**config.mk**
```make
export PLATFORM = sky130hd
export DESIGN_NAME = lrc_entry_queue
export DESIGN_NICKNAME = d
export VERILOG_FILES = /design/src/rtl/lrc_entry_queue.sv
export SDC_FILE = /design/constraint.sdc
export NUM_CORES = 1
export LEC_CHECK = 0
export ABC_AREA = 1
export BUFFER_PORTS_ARGS = -buffer_cell sky130_fd_sc_hd__buf_2
export CORE_ASPECT_RATIO = 1.4
export CORE_MARGIN = 1
export CORE_UTILIZATION = 50
export CTS_BUF_LIST = sky130_fd_sc_hd__clkbuf_16
export CTS_CLUSTER_DIAMETER = 120
export DETAILED_ROUTE_END_ITERATION = 7
export HOLD_SLACK_MARGIN = 0.15
export PLACE_DENSITY = 0.8
export SYNTH_ARGS = -nofsm -noshare
export SYNTH_HDL_FRONTEND = slang
export SYNTH_SLANG_ARGS = --single-unit
```
**constraint.sdc**
```tcl
create_clock -name clk -period 4.15 [get_ports clk]
set_clock_uncertainty 0.05 [all_clocks]
set_input_delay 0.2075 -clock clk [delete_from_list [all_inputs] [get_ports clk]]
set_output_delay 0.2075 -clock clk [all_outputs]
set_load 0.03 [all_outputs]
```
**src/rtl/lrc_entry_queue.sv**
```systemverilog
module lrc_entry_queue #(
  parameter int DEPTH  = 4,
  parameter int TAG_W  = 6,
  parameter int ADDR_W = 16,
  parameter int DATA_W = 32
) (
  input  logic              clk,
  input  logic              rst_n,
  input  logic              push,
  input  logic [TAG_W-1:0]  push_tag,
  input  logic [ADDR_W-1:0] push_addr,
  input  logic [DATA_W-1:0] push_data,
  input  logic              push_safe,
  input  logic              pop,
  input  logic              flush,
  input  logic              inv_valid,
  input  logic [ADDR_W-1:0] inv_addr,
  output logic              empty,
  output logic              full,
  output logic [TAG_W-1:0]  head_tag,
  output logic [ADDR_W-1:0] head_addr,
  output logic [DATA_W-1:0] head_data,
  output logic              head_safe
);

  localparam int PTR_W = (DEPTH > 1) ? $clog2(DEPTH) : 1;
  localparam int CNT_W = $clog2(DEPTH + 1);

  logic [TAG_W-1:0]  tag_mem  [DEPTH];
  logic [ADDR_W-1:0] addr_mem [DEPTH];
  logic [DATA_W-1:0] data_mem [DEPTH];

  logic [DEPTH-1:0] safe_q, safe_d, inv_hit;
  logic [PTR_W-1:0] wptr_q, wptr_d, rptr_q, rptr_d;
  logic [CNT_W-1:0] cnt_q, cnt_d;

  function automatic logic [PTR_W-1:0] ptr_inc(input logic [PTR_W-1:0] p);
    return (p == PTR_W'(DEPTH - 1)) ? '0 : p + 1'b1;
  endfunction

  // one address comparator per entry for invalidation snooping
  for (genvar i = 0; i < DEPTH; i++) begin : g_snoop
    assign inv_hit[i] = inv_valid && (addr_mem[i] == inv_addr);
  end

  always_comb begin
    wptr_d = wptr_q;
    rptr_d = rptr_q;
    cnt_d  = cnt_q;
    safe_d = safe_q & ~inv_hit;
    if (flush) begin
      wptr_d = '0;
      rptr_d = '0;
      cnt_d  = '0;
      safe_d = '0;
    end else begin
      if (push) begin
        safe_d[wptr_q] = push_safe;
        wptr_d         = ptr_inc(wptr_q);
      end
      if (pop) begin
        rptr_d = ptr_inc(rptr_q);
      end
      case ({push, pop})
        2'b10:   cnt_d = cnt_q + 1'b1;
        2'b01:   cnt_d = cnt_q - 1'b1;
        default: cnt_d = cnt_q;
      endcase
    end
  end

  always_ff @(posedge clk or negedge rst_n) begin
    if (!rst_n) begin
      wptr_q <= '0;
      rptr_q <= '0;
      cnt_q  <= '0;
      safe_q <= '0;
    end else begin
      wptr_q <= wptr_d;
      rptr_q <= rptr_d;
      cnt_q  <= cnt_d;
      safe_q <= safe_d;
    end
  end

  // payload storage needs no reset: occupancy is tracked by the pointers
  always_ff @(posedge clk) begin
    if (push && !flush) begin
      tag_mem[wptr_q]  <= push_tag;
      addr_mem[wptr_q] <= push_addr;
      data_mem[wptr_q] <= push_data;
    end
  end

  assign empty     = (cnt_q == '0);
  assign full      = (cnt_q == CNT_W'(DEPTH));
  assign head_tag  = tag_mem[rptr_q];
  assign head_addr = addr_mem[rptr_q];
  assign head_data = data_mem[rptr_q];
  assign head_safe = safe_q[rptr_q];

endmodule

```
==> summary.md, run 1 <==
| Metric | Value |
|---|---|
| Status | `finished, final reports clean` |
| Slew headroom | `18.5%` |
| Seq/Total Area, Yosys | `68.8%` |
| Worst setup EP type | `primary output` |
| Final core utilization | `61.8%` |
| Global-route usage over all layers | `23.1%` |
| Final nets | `1160` |
| Cells after DPL | `1243` |
| Power density cells | `432 mW/mm^2` |
| Initial antenna violation count | `0` |
| GRT overflow | `0` |
| Top Ports | `134` |
| Largest net degree at the start of global routing | `124` |
| GPL Wtd Cong | `0.901` |
| Worst Setup Start Kind | `register` |
| Core ar. | `0.0192 mm^2` |
| CP peak stage delay | `0.92 ns` |
| WP data arrival | `2.83 ns` |
| Starting DRT DRC Count | `448` |
| Htree depth | `1` |
| Hold Path Class | `in2reg` |
| Worst R2R Start | `wptr_q[0]$_DFFE_PN0P_` |
| Synth Flop Type | `edfxtp_1` |
| Global Route met2 Usage | `41.9%` |
| Later-pin clock latency in the skew report | `0.49 ns` |
| # resized after CTS | `0` |
| Fill count | `1502` |
| Antenna diodes | `0` |
| CTS tree | `done` |
| Buffers and inverters on the worst path | `3` |
| CTS Buffer Depth | `3` |
| CP max FO | `68` |
| CTS buffer count | `21` |
| Slowest CP cell | `inv_2` |
| Mapped cell area | `0.00983 mm^2` |
| Worst ir drop on vdd | `484 uV` |
| Synth-to-layout area growth | `20.8%` |
| Crit path launch | `rptr_q[1]$_DFFE_PN0P_` |
| Global-route wire length before repair | `35.7 mm` |
| Port Buffers | `133` |
| Fin crit period | `3.09 ns` |
| Type of the worst setup path | `reg2out` |
| HPWL after DPL | `14.5 mm` |
| Starting Density | `51.2%` |
| RSZ-0062 raised after global routing | `no` |
| Num rows | `60` |
| Clock-pin slew on the worst setup and hold paths | `0.06 ns` |
| Share of cells above drive strength 1 | `17.5%` |
| Synth Instances | `890` |
| Vias in the first global route | `7021` |
| Fmax achieved | `0.324 GHz` |
| Count leader, synth | `edfxtp_1` |
| Setup TNS | `0 ns` |
| Vias | `7213` |
| Die height | `168 um` |
| Syn Area/Cell | `11.0 um^2` |
| CTS sink count | `227` |
| Antenna viol nets, final | `0` |
| Max cap viols | `0` |
| Syn Nets | `973` |
| Die width | `121 um` |
| Fin Hold WS | `0.165 ns` |
| Worst endpoint required time | `3.89 ns` |
| CP Cell Sequence | `buf_4, inv_2, o21ai_0, o22ai_1, buf_2` |
| Warnings, synthesis | `0` |
| Global route hottest layer | `met2` |
| Slew at the pin with the worst max-slew slack | `1.22 ns` |
| Drt first pass iters | `6` |
| Die area | `0.0202 mm^2` |
| Final period util | `74.5%` |
| Async SR Flop Fraction | `4.85%` |
| Endpoints failing setup | `0` |
| Final std cells w/o fill | `1338` |
| DR WL/cell | `17.4 um` |
| Routed wire length | `23.3 mm` |
| Hold_sp | `inv_valid` |
| Synth cell types | `27` |
| Leakage | `4.78 nW` |
| Delay-heaviest family, CP | `buffers and inverters` |
| Slew Limit Fails | `0` |
| Final hold viol count | `0` |
| Most frequent cells after synthesis | `edfxtp_1 (216), nand2_1 (194), nor2_1 (129)` |
| GR Util met3 | `3.05%` |
| Number of flops mapped to enable cells by yosys | `216` |
| Post-synth top area share | `66.0%` |
| Flops & latches, synth | `227` |
| Met1 GRT Util | `27.2%` |
| DRC | `0` |
| CTS Root Cell | `clkbuf_16` |
| Ranking of synthesized cells by area | `edfxtp_1 (66%), nand2_1 (7.4%), o21ai_0 (5.0%)` |
| Synth area leader | `edfxtp_1` |
| Via/cell ratio | `5.39` |
[cells in the final DEF (no fill, tap or decap), types with 3 or more instances in the layout]
master / instances
o21ai_1: 14
clkinv_1: 6
nor2_4: 4
a21oi_2: 6
nor2_1: 125
dlygate4sd3_1: 59
edfxtp_1: 216
buf_4: 8
buf_2: 133
a21oi_1: 28
o22ai_1: 43
and3_1: 4
ha_1: 5
nor3_1: 5
inv_1: 67
o21ai_0: 98
inv_2: 9
clkbuf_16: 21
nand2_1: 194
nand3_1: 10
xor2_1: 8
clkinv_2: 3
dfrtp_1: 10
[logic make-up (layout without fill, tap and decap cells)]
family                   count (synthesis)  count (layout)  share of synthesized area [%]
AND/OR/NAND/NOR                        346             346                           13.6
AO/OA/AOI/OAI                          191             191                           10.5
buffers and inverters                  110             310                           5.37
flip-flops                             227             227                           68.8
adder cells (fa/ha/maj)                  6               6                          0.840
XOR/XNOR                                10              10                          0.891
[where the power goes]
group	leakage, nW	total, mW	switching [mW]	internal, mW
clock network	0.316	1.75	0.777	0.976
logic	2.36	0.766	0.529	0.237
registers	2.11	2.62	0.0352	2.58
total	4.78	5.13	1.34	3.79
[layout make-up]
type | count | area [um^2] | area share, %
clock inverter | 15 | 90.1 | 0.758
clock buffer | 21 | 526 | 4.42
inverter | 73 | 277 | 2.33
sequential | 227 | 6770 | 57.0
multi-input combinational | 553 | 2570 | 21.7
timing repair buffer | 201 | 1340 | 11.2
tap | 248 | 310 | 2.61
[registers in the layout, indices dropped and copies added, names as in the netlist]
name and cells:
addr_mem 64, tag_mem 24, rptr_q 2, data_mem 128
safe_q 4, wptr_q 2, cnt_q 3
[worst min-delay path: cells and delay by family]
kind / cells / cell delay, ns
buffers and inverters: 1 / 0.14
and+or+nand+nor: 5 / 0.33
[routing by layer]
metal | wire length, um | vias up
met5 | 0 | -
li1 | - | 3438
met2 | 12200 | 282
met4 | 860 | 0
met1 | 8800 | 3434
met3 | 1410 | 59
[worst paths after layout]
kind | end | slack (ns) | cells after the start
max | head_data[27] | 1.06 | 5
min reg2reg | cnt_q[0]$_DFFE_PN0P_ | 0.54 | 1
max in group asynchronous | rptr_q[0]$_DFFE_PN0P_ | 2.94 | 3
min in group asynchronous | cnt_q[1]$_DFFE_PN0P_ | 0.72 | 3
max reg2reg | data_mem[0][10]$_DFFE_PP_ | 1.82 | 5
min | safe_q[3]$_DFF_PN0_ | 0.16 | 6
[through the flow]
step | setup slack, ns | power [mW] | cell area [um^2]
after CTS | 1.05 | 5.15 | 11900
after global routing | 0.785 | 5.31 | 11900
after global placement | 1.56 | 3.37 | 10700
after floorplan | 0.645 | 3.15 | 9830
after detailed placement | 1.58 | 3.38 | 10700
final | 1.06 | 5.13 | 11900
[repair_timing]
item	in CTS	in global routing
setup buffers	0	0
hold buffers	59	0
endpoints found under the hold margin	237	0
endpoints found under the setup margin	0	0
Power figures use the tool's default switching activity.
==> run 2, diff against run 1 <==
--- a/config.mk
+++ b/config.mk
@@ -14,7 +14,7 @@
 export CTS_CLUSTER_DIAMETER = 120
 export DETAILED_ROUTE_END_ITERATION = 7
 export HOLD_SLACK_MARGIN = 0.15
-export PLACE_DENSITY = 0.8
+export PLACE_DENSITY = 0.83
 export SYNTH_ARGS = -nofsm -noshare
 export SYNTH_HDL_FRONTEND = slang
 export SYNTH_SLANG_ARGS = --single-unit
==> constraint.sdc (replaced) <==
create_clock -name clk -period 2.8 [get_ports clk]
set_clock_uncertainty 0.05 [all_clocks]
set_input_delay 0.14 -clock clk [delete_from_list [all_inputs] [get_ports clk]]
set_output_delay 0.14 -clock clk [all_outputs]
set_load 0.03 [all_outputs]
==> summary.md, run 2 (synthesized netlist as in run 1, its figures left out) <==
| Metric | Value |
|---|---|
| Status | `finished, final reports clean` |
| Worst endpoint required time | `2.61 ns (-1.28 ns)` |
| Final hold viol count | `0 (unchanged)` |
| Post CTS Setup Buffer Count | `0 (unchanged)` |
| Crit path capture | `head_data[12]` |
| Starting Density | `51.2% (unchanged)` |
| Synth-to-layout area growth | `22.3%` |
| DR WL/cell | `17.5 um (+0.90%)` |
| Routed wire length | `23.6 mm (+1.5%)` |
| CP max FO | `70 (+2.9%)` |
| Vias | `7260 (+0.65%)` |
| CP Cell Sequence | `buf_4, o21ai_0, o22ai_1, buf_2` |
| Commonest cells after routing, fill and taps aside | `edfxtp_1 (216), nand2_1 (194), buf_2 (133)` |
| Cells after DPL | `1247 (+0.32%)` |
| Initial antenna violation count | `0 (unchanged)` |
| Die area | `0.0202 mm^2 (unchanged)` |
| GRT overflow | `0 (unchanged)` |
| Largest net degree at the start of global routing | `71 (-43%)` |
| Biggest regs | `data_mem x128, addr_mem x64, tag_mem x24` |
| Num rows | `60 (unchanged)` |
| Share of cells above drive strength 1 | `18.5% (+0.97 points)` |
| Worst setup EP type | `primary output` |
| Slowest CP cell | `buf_4` |
| DRC | `0 (unchanged)` |
| Port Buffers | `133 (unchanged)` |
| Final nets | `1167 (+0.60%)` |
| Leakage | `4.83 nW (+1.1%)` |
| Hold Path Class | `in2reg` |
| Worst Reg2Reg Path Length in Cells | `8 (+3)` |
| Total Power | `7.84 mW (+53%)` |
| Commonest non-fill, non-tap cell in the layout | `edfxtp_1` |
| Final period util | `87.8%` |
| Slew at the pin with the worst max-slew slack | `0.771 ns (-0.452 ns)` |
| Htree depth | `1 (unchanged)` |
| Worst R2R Start | `wptr_q[1]$_DFFE_PN0P_` |
| Die width | `121 um (unchanged)` |
| Setup TNS | `0 ns (unchanged)` |
| FF-to-FF setup slack | `0.75 ns (-1.07 ns)` |
| Global-route wire length before repair | `36.4 mm (+2.1%)` |
| HPWL after DPL | `14.3 mm (-1.2%)` |
| GPL Wtd Cong | `0.915 (+1.6%)` |
| CTS tree | `done` |
| Global-route usage over all layers | `23.4% (+0.37 points)` |
| Slew Limit Fails | `0 (unchanged)` |
| Fin area | `0.0120 mm^2 (+1.2%)` |
| Fmax achieved | `0.407 GHz` |
| Later-pin clock latency in the skew report | `0.49 ns (about the same)` |
| Top Ports | `134 (unchanged)` |
| Fin crit period | `2.46 ns` |
| Endpoints failing setup | `0 (unchanged)` |
| Antenna diodes | `0 (unchanged)` |
| CTS buffer count | `21 (unchanged)` |
| Core ar. | `0.0192 mm^2 (unchanged)` |
| Crit path launch | `rptr_q[0]$_DFFE_PN0P_` |
| Worst ir drop on vdd | `502 uV (+3.7%)` |
| Starting DRT DRC Count | `551 (+23%)` |
| Final std cells w/o fill | `1346 (+0.60%)` |
| CTS sink count | `227 (unchanged)` |
| Type of the worst setup path | `reg2out` |
| Worst r2r dst | `safe_q[1]$_DFF_PN0_` |
| CTS Buffer Depth | `3 (unchanged)` |
| Via/cell ratio | `5.39 (about the same)` |
| Slew headroom | `48.6% (+30 points)` |
| RSZ-0062 raised after global routing | `no` |
| CTS Root Cell | `clkbuf_16` |
| Power density cells | `652 mW/mm^2 (+51%)` |
| Drt first pass iters | `5 (-1)` |
| Largest register FFs | `128 (unchanged)` |
| Top reg by flops | `data_mem` |
| Die height | `168 um (unchanged)` |
| Antenna viol nets, final | `0 (unchanged)` |
| WP data arrival | `2.27 ns (-0.56 ns)` |
| Clock-pin slew on the worst setup and hold paths | `0.06 ns (about the same)` |
| Vias in the first global route | `7405 (+5.5%)` |
| Placed Area | `0.0107 mm^2 (+0.49%)` |
| Worst Setup Start Kind | `register` |
| Max cap viols | `0 (unchanged)` |
| CP peak stage delay | `0.60 ns (-0.32 ns)` |
run 2: cell types whose count changed in the layout (fill, tap and decap cells not counted), moves of 2 or more:
cell	change
buf_12	+2
buf_4	+2
clkinv_1	-5
clkinvlp_4	+5
dlygate4sd3_1	+3
inv_1	-2
run 2: worst max-delay path: cells and delay by family (launching register included):
kind	cells	cell delay, ns
flip-flops	1	0.39
AO/OA/AOI/OAI	2	0.52
buffers and inverters	2	0.84
run 2: report_power, final:
part | leakage [nW] | switching [mW] | internal (mW)
clock | 0.323 | 1.23 | 1.58
combinational | 2.40 | 0.790 | 0.364
sequential | 2.11 | 0.0522 | 3.82
run 2: worst min-delay path by stage:
stage / start / to / slack, ns / cells past startpoint
floorplan: rst_n / cnt_q[0]$_DFFE_PN0P_ / -0.21 / 0
global placement: rst_n / cnt_q[2]$_DFFE_PN0P_ / -0.02 / 1
CTS: inv_addr[11] / safe_q[2]$_DFF_PN0_ / 0.17 / 7
finish: inv_addr[13] / safe_q[0]$_DFF_PN0_ / 0.19 / 7
global route: inv_addr[13] / safe_q[0]$_DFF_PN0_ / 0.23 / 7
detailed placement: rst_n / cnt_q[2]$_DFFE_PN0P_ / -0.01 / 1
run 2: final cells by class:
cell class                      count  area [um^2]
Clock inverter                     16          155
Inverter                           73          277
Multi-Input combinational cell    553         2570
Sequential cell                   227         6760
Timing Repair Buffer              208         1420
Clock buffer                       21          526
Fill cell                        1469         7190
Tap cell                          248          310
run 2: routing by layer:
layer	vias to the layer above	global-route usage [%]	routed length (um)	share of wire, %
li1	3459	-	-	-
met1	3414	25.6	8420	36
met2	297	43.1	12400	53
met3	90	3.08	1550	6.6
met4	0	13.4	1210	5.1
met5	-	0	0	0
run 2: timing repair:
action                    4_1_cts  5_1_grt
resized for setup               0        0
hold endpoints to repair      247        0
hold buffers                   62        0
run 2: per-stage QoR:
stage	setup slack, ns	hold slack [ns]	util (%)
final	0.343	0.194	62.6
after global routing	0.235	0.230	62.6
after CTS	0.344	0.171	62.6
after detailed placement	0.920	-0.00974	55.8
after global placement	0.995	-0.0209	55.8
after floorplan	0.224	-0.206	-
